==> config.mk <==
export PLATFORM = sky130hd
export DESIGN_NAME = ext_bus_ctrl
export DESIGN_NICKNAME = d
export VERILOG_FILES = /design/src/rtl/ebc_pkg.sv /design/src/rtl/ebc_addr_sel.sv /design/src/rtl/ebc_seq.sv /design/src/rtl/ebc_port.sv /design/src/rtl/ext_bus_ctrl.sv
export SDC_FILE = /design/constraint.sdc
export NUM_CORES = 1
export LEC_CHECK = 0
export ABC_AREA = 1
export BUFFER_PORTS_ARGS = -buffer_cell sky130_fd_sc_hd__buf_2
export CORE_MARGIN = 10
export CORE_UTILIZATION = 52
export CTS_CLUSTER_SIZE = 24
export DETAILED_ROUTE_END_ITERATION = 12
export HOLD_SLACK_MARGIN = 0.03
export PLACE_DENSITY = 0.83
export SLEW_MARGIN = 20
export SYNTH_ARGS = -nofsm -noshare
export SYNTH_HDL_FRONTEND = slang
export SYNTH_SLANG_ARGS = --single-unit
==> constraint.sdc <==
create_clock -name clk -period 2.5 [get_ports clk]
set_clock_uncertainty 0.2 [all_clocks]
set_input_delay 0.25 -clock clk [delete_from_list [all_inputs] [get_ports clk]]
set_output_delay 0.25 -clock clk [all_outputs]
set_load 0.01 [all_outputs]
==> src/rtl/ebc_pkg.sv <==
package ebc_pkg;
    parameter int unsigned BYTE_W = 8;
    localparam int unsigned ADDR_W = 2 * BYTE_W;

    typedef enum logic [1:0] {
        K_FETCH = 2'b00,
        K_READ  = 2'b01,
        K_WRITE = 2'b10
    } kind_e;

    typedef enum logic [2:0] {
        S_IDLE,
        S_ADDR,
        S_HOLD,
        S_STRB,
        S_RCV
    } phase_e;

    typedef struct packed {
        kind_e             kind;
        logic [BYTE_W-1:0] hi;
        logic [BYTE_W-1:0] lo;
        logic [BYTE_W-1:0] wdata;
    } xfer_t;

    function automatic kind_e decode_kind(input logic [1:0] code);
        case (code)
            2'b00:   return K_FETCH;
            2'b01:   return K_READ;
            default: return K_WRITE;
        endcase
    endfunction
endpackage

==> src/rtl/ebc_addr_sel.sv <==
module ebc_addr_sel
    import ebc_pkg::*;
(
    input  logic [1:0]        kind_code,
    input  logic              paged,
    input  logic [ADDR_W-1:0] addr16,
    input  logic [BYTE_W-1:0] reg8,
    input  logic [BYTE_W-1:0] page,
    input  logic [BYTE_W-1:0] wdata,
    output xfer_t             xfer
);
    kind_e kind;
    logic  use_page;

    always_comb begin
        kind       = decode_kind(kind_code);
        // fetches never use the paged form
        use_page   = paged && (kind != K_FETCH);
        xfer.kind  = kind;
        xfer.hi    = use_page ? page : addr16[ADDR_W-1:BYTE_W];
        xfer.lo    = use_page ? reg8 : addr16[BYTE_W-1:0];
        xfer.wdata = wdata;
    end
endmodule

==> src/rtl/ebc_seq.sv <==
module ebc_seq
    import ebc_pkg::*;
#(
    parameter int unsigned FETCH_STRB = 2,
    parameter int unsigned DATA_STRB  = 5
) (
    input  logic   clk,
    input  logic   rst,
    input  logic   req_valid,
    input  xfer_t  xfer_in,
    output logic   req_ready,
    output phase_e phase,
    output xfer_t  cur,
    output logic   capture,
    output logic   done
);
    localparam int unsigned MAX_STRB = (DATA_STRB > FETCH_STRB) ? DATA_STRB : FETCH_STRB;
    localparam int unsigned CNT_W    = $clog2(MAX_STRB) + 1;
    localparam logic [CNT_W-1:0] F_LAST = CNT_W'(FETCH_STRB - 1);
    localparam logic [CNT_W-1:0] D_LAST = CNT_W'(DATA_STRB - 1);

    logic [CNT_W-1:0] cnt;
    logic             strb_last;
    logic             cycle_end;
    logic             accept;

    always_comb begin
        strb_last = (phase == S_STRB) && (cnt == '0);
        cycle_end = (strb_last && cur.kind == K_FETCH) || (phase == S_RCV);
        req_ready = (phase == S_IDLE) || cycle_end;
        accept    = req_valid && req_ready;
        capture   = strb_last && (cur.kind != K_WRITE);
    end

    always_ff @(posedge clk) begin
        if (rst) begin
            phase <= S_IDLE;
            cnt   <= '0;
            cur   <= '0;
            done  <= 1'b0;
        end else begin
            done <= strb_last;
            if (accept) begin
                phase <= S_ADDR;
                cur   <= xfer_in;
            end else begin
                case (phase)
                    S_ADDR: phase <= S_HOLD;
                    S_HOLD: begin
                        phase <= S_STRB;
                        cnt   <= (cur.kind == K_FETCH) ? F_LAST : D_LAST;
                    end
                    S_STRB: begin
                        if (cnt != '0)
                            cnt <= cnt - 1'b1;
                        else if (cur.kind == K_FETCH)
                            phase <= S_IDLE;
                        else
                            phase <= S_RCV;
                    end
                    S_RCV:   phase <= S_IDLE;
                    default: phase <= S_IDLE;
                endcase
            end
        end
    end

    // completion is a single-clock pulse
    a_r9_done_single: assert property (@(posedge clk) disable iff (rst)
        done |=> !done);

    // recovery clock only follows a strobe phase
    a_r8_rcv_after_strobe: assert property (@(posedge clk) disable iff (rst)
        (phase == S_RCV) |-> $past(phase == S_STRB));

    // no new request is taken while the address is on the bus
    a_r9_busy_hold: assert property (@(posedge clk) disable iff (rst)
        (phase == S_ADDR || phase == S_HOLD) |=> (phase != S_ADDR));
endmodule

==> src/rtl/ebc_port.sv <==
module ebc_port
    import ebc_pkg::*;
(
    input  logic              clk,
    input  logic              rst,
    input  phase_e            phase,
    input  xfer_t             cur,
    input  logic              capture,
    input  logic              hi_en,
    input  logic [BYTE_W-1:0] gpio_out,
    input  logic              gpio_oe,
    input  logic [BYTE_W-1:0] ad_in,
    output logic [BYTE_W-1:0] ad_out,
    output logic              ad_oe,
    output logic [BYTE_W-1:0] hi_out,
    output logic              hi_oe,
    output logic              ale,
    output logic              psen_n,
    output logic              rd_n,
    output logic              wr_n,
    output logic [BYTE_W-1:0] rdata
);
    always_comb begin
        ale    = 1'b0;
        psen_n = 1'b1;
        rd_n   = 1'b1;
        wr_n   = 1'b1;
        ad_oe  = 1'b0;
        ad_out = cur.lo;
        case (phase)
            S_ADDR: begin
                ale   = 1'b1;
                ad_oe = 1'b1;
            end
            S_HOLD: ad_oe = 1'b1;
            S_STRB: begin
                case (cur.kind)
                    K_FETCH: psen_n = 1'b0;
                    K_READ:  rd_n   = 1'b0;
                    default: begin
                        wr_n   = 1'b0;
                        ad_oe  = 1'b1;
                        ad_out = cur.wdata;
                    end
                endcase
            end
            S_RCV: begin
                if (cur.kind == K_WRITE) begin
                    ad_oe  = 1'b1;
                    ad_out = cur.wdata;
                end
            end
            default: ;
        endcase
        hi_out = hi_en ? cur.hi : gpio_out;
        hi_oe  = hi_en ? 1'b1   : gpio_oe;
    end

    always_ff @(posedge clk) begin
        if (rst)
            rdata <= '0;
        else if (capture)
            rdata <= ad_in;
    end

    a_r10_one_strobe: assert property (@(posedge clk) disable iff (rst)
        $countones({~psen_n, ~rd_n, ~wr_n}) <= 1);

    a_r10_ale_quiet: assert property (@(posedge clk) disable iff (rst)
        ale |-> (psen_n && rd_n && wr_n));

    a_r6_read_release: assert property (@(posedge clk) disable iff (rst)
        !rd_n |-> !ad_oe);

    a_r7_write_drive: assert property (@(posedge clk) disable iff (rst)
        !wr_n |-> ad_oe);

    a_r2_ale_single: assert property (@(posedge clk) disable iff (rst)
        ale |=> !ale);

    a_r2_latch_first: assert property (@(posedge clk) disable iff (rst)
        ($fell(psen_n) || $fell(rd_n) || $fell(wr_n)) |-> $past(ale, 2));
endmodule

==> src/rtl/ext_bus_ctrl.sv <==
module ext_bus_ctrl
    import ebc_pkg::*;
#(
    parameter int unsigned FETCH_STRB = 2,
    parameter int unsigned DATA_STRB  = 5
) (
    input  logic              clk,
    input  logic              rst,
    input  logic              req_valid,
    input  logic [1:0]        req_kind,
    input  logic              req_paged,
    input  logic [ADDR_W-1:0] req_addr,
    input  logic [BYTE_W-1:0] req_reg,
    input  logic [BYTE_W-1:0] page_reg,
    input  logic [BYTE_W-1:0] req_wdata,
    output logic              req_ready,
    output logic              done,
    output logic [BYTE_W-1:0] rdata,
    input  logic              hi_en,
    input  logic [BYTE_W-1:0] gpio2_out,
    input  logic              gpio2_oe,
    input  logic [BYTE_W-1:0] ad_in,
    output logic [BYTE_W-1:0] ad_out,
    output logic              ad_oe,
    output logic [BYTE_W-1:0] hi_out,
    output logic              hi_oe,
    output logic              ale,
    output logic              psen_n,
    output logic              rd_n,
    output logic              wr_n
);
    xfer_t  xfer_in;
    xfer_t  cur;
    phase_e phase;
    logic   capture;

    ebc_addr_sel u_sel (
        .kind_code (req_kind),
        .paged     (req_paged),
        .addr16    (req_addr),
        .reg8      (req_reg),
        .page      (page_reg),
        .wdata     (req_wdata),
        .xfer      (xfer_in)
    );

    ebc_seq #(
        .FETCH_STRB (FETCH_STRB),
        .DATA_STRB  (DATA_STRB)
    ) u_seq (
        .clk       (clk),
        .rst       (rst),
        .req_valid (req_valid),
        .xfer_in   (xfer_in),
        .req_ready (req_ready),
        .phase     (phase),
        .cur       (cur),
        .capture   (capture),
        .done      (done)
    );

    ebc_port u_port (
        .clk      (clk),
        .rst      (rst),
        .phase    (phase),
        .cur      (cur),
        .capture  (capture),
        .hi_en    (hi_en),
        .gpio_out (gpio2_out),
        .gpio_oe  (gpio2_oe),
        .ad_in    (ad_in),
        .ad_out   (ad_out),
        .ad_oe    (ad_oe),
        .hi_out   (hi_out),
        .hi_oe    (hi_oe),
        .ale      (ale),
        .psen_n   (psen_n),
        .rd_n     (rd_n),
        .wr_n     (wr_n),
        .rdata    (rdata)
    );
endmodule

==> out/metrics.cfg <==
[routing]
first_iter_violations = 172
via_per_inst = 4.86
ant_nets = 0
num_vias = 2501
drc = 0
dr.pass1.iters = 4
wl_um = 6150
wl_per_cell_um = 11.9

[logic_synthesis]
ys_types = 27
synth_commonest_cells = nand2_1 (96), nor2_1 (51), a21oi_1 (46)
netlist_instances = 379
synth_top_area_share_pct = 35.0
syn_nets = 445
synth_ff_type = dfxtp_1
yosysSeqAreaShare_pct = 35.0
netlist_area_um2 = 2400
yosysWarnings = 0
synthMostInstantiatedCell = nand2_1
synth-edff-count = 0
syn_avg_cell_area_um2 = 6.35
synth-seq-cells = 42
async_reset_ff_share_pct = 0
synth_area_leaders = dfxtp_1 (35%), nand2_1 (15%), a21oi_1 (9.6%)
yosysTopAreaCell = dfxtp_1

[power]
pwr-share-comb_pct = 23.4
p_leak_nw = 1.60
power_density_nw_per_um2 = 577
swShare_pct = 28.8
p_sw_mw = 0.488
peakVddDrop_mv = 0.240
clock_power_share_pct = 31.8
internal_power_mw = 1.20
finalPower_mw = 1.69
p_seq_share_pct = 44.7

[worst_setup_path]
start_kind = flip-flop
r2r_slack_ns = 0.68
cp_max_fo = 9
worst_ep_required_time_ns = 2.05
cp-end-kind = output pin
timing.rr.start = u_seq.cnt[0]
reg2reg_depth = 9
regToRegEndpoint = u_seq.cur[24]
critical_path_arrival_ns = 1.78
path_class = flip-flop to output pin

[timing]
timing.fmax_mhz = 449
rsz0062_at_grt = no
layout_min_cycle_time_ns = 2.23
drv_slew = 0
setup_violations = 0
fin_crit_sh_pct = 89.2
relSlewSlack_pct = 45.3
finalWorstSetupSlack_ns = 0.271
worst_pin_slew_ns = 0.821
tns_ns = 0
hold_viol = 0

[grt]
grt_pass1_wl_um = 10300
grt_pass1_vias = 2390
met2_usage_pct = 26.9
overflow = 0
grt_antenna_before_repair = 0
grt_use_total_pct = 16.0
grtUsageMet1_pct = 18.5
grt_start_max_net_pins = 54
busiest_layer = met2
grt_util_met3_pct = 3.90

[floorplanning]
core_um2 = 4410
ios = 96
die_x_um = 88.0
initial_core_util_pct = 54.5
die_h_um = 88.0
fp-row-count = 24
die_area_um2 = 7740

[layout]
seq_area_um2 = 841
fillers = 400
multi_input_area_um2 = 1240
nNetsFinal = 528
layout-drive-gt1-share_pct = 25.3
syn2layout_area_growth_pct = 22.0

[min_path]
hp-start = ad_in[6]
hold_path_class = input port to flip-flop
holdPathStages = 3
whs_endpoint = u_port.rdata[6]

[clock_network]
cts_inserted_buffers = 5
cts_root_buf = clkbuf_8
cts_tree = done
max-clock-path-buffers = 2
ctsResizeCount = 0
insertion_delay_ns = 0.29
cts_sinks = 42
htree_num_levels = 2
path_clk_slew_ns = 0.07

[placed_design]
pre_cts_ws_ns = 0.624
gp_congestion = 0.816
place_hpwl_um = 4750
portBuffers = 95

[status]
status = completed

[job]
maxCapViolCount = 0

[metrics by stage]
stage	instance area (um^2)	util [%]	hold WS (ns)	std cells
3_3_place_gp	2810	63.6	0.230	506
3_5_place_dp	2810	63.6	0.234	506
4_1_cts	2930	66.4	0.0362	514
2_1_floorplan	2400	-	0.119	379
6_report	2930	66.4	0.0393	515
5_1_grt	2930	66.4	0.0490	514
[timing repair]
action,in CTS,in global routing
endpoints found under the hold margin,4,0
setup buffers,0,0
endpoints found under the setup margin,0,0
hold buffers,1,0
[worst max-delay path, stage by stage (launching register included)]
cell	delay, ns
dfxtp_1	0.34
nor2_1	0.14
nand4_1	0.35
nand2_2	0.32
nor2_1	0.08
nor2_1	0.11
buf_2	0.14
[power by group through the flow]
stage | Clock, mW | Combinational [mW] | Sequential [mW]
5_1_grt | 0.576 | 0.456 | 0.763
6_report | 0.539 | 0.396 | 0.757
3_5_place_dp | 0 | 0.397 | 0.771
4_1_cts | 0.549 | 0.399 | 0.757
3_3_place_gp | 0 | 0.387 | 0.771
2_1_floorplan | 0 | 0.307 | 0.761
[logic make-up after synthesis]
group | after synthesis | share of synthesized area [%]
compound gates | 61 | 13.0
fa+ha+maj | 2 | 1.04
simple gates | 205 | 37.1
xor+xnor | 1 | 0.364
buf+inv | 68 | 13.5
flops | 42 | 35.0
[sequential cells by signal (all words and copies together), names as in the netlist]
register      cells
u_seq.done        1
u_seq.cnt         4
u_seq.cur        26
u_port.rdata      8
u_seq.phase       3
[metal layers]
layer	wire length [um]	up-vias
li1	-	1354
met1	2750	1051
met2	2750	86
met3	531	10
met4	116	0
met5	0	-
[how the worst max path moves through the flow]
stage | from | endpoint | slack [ns] | depth (start not counted)
6_report | u_seq.phase[0] | ad_out[7] | 0.27 | 6
5_1_grt | u_seq.cur[25] | ad_out[7] | 0.14 | 5
4_1_cts | u_seq.phase[0] | ad_out[7] | 0.29 | 6
3_5_place_dp | u_seq.phase[0] | ad_out[7] | 0.62 | 6
3_3_place_gp | u_seq.phase[0] | ad_out[7] | 0.68 | 6
2_1_floorplan | u_seq.phase[1] | ad_out[0] | 0.88 | 6
[area by class of cell]
type / count / area share [%]
multi-input cells: 269 / 42.2
flip-flops and latches: 42 / 28.7
repair buffers: 98 / 17.1
inverters: 46 / 5.89
clock buffers: 6 / 2.82
well taps: 52 / 2.22
clock inverters: 1 / 1.02
diodes: 1 / 0.0853
[cell usage in the layout, fill, tap and decap left out, types with 2 or more instances in the layout]
cell / n
ha_1: 2
nand4_1: 2
a21oi_1: 46
o21ai_1: 2
inv_1: 45
clkbuf_8: 6
nand2_1: 96
buf_2: 95
nor2_2: 2
nand2_2: 4
nor3_1: 2
buf_4: 2
nand3_1: 43
dfxtp_1: 42
o21ai_0: 11
nor2_1: 51
(Power assumes the default switching activity.)
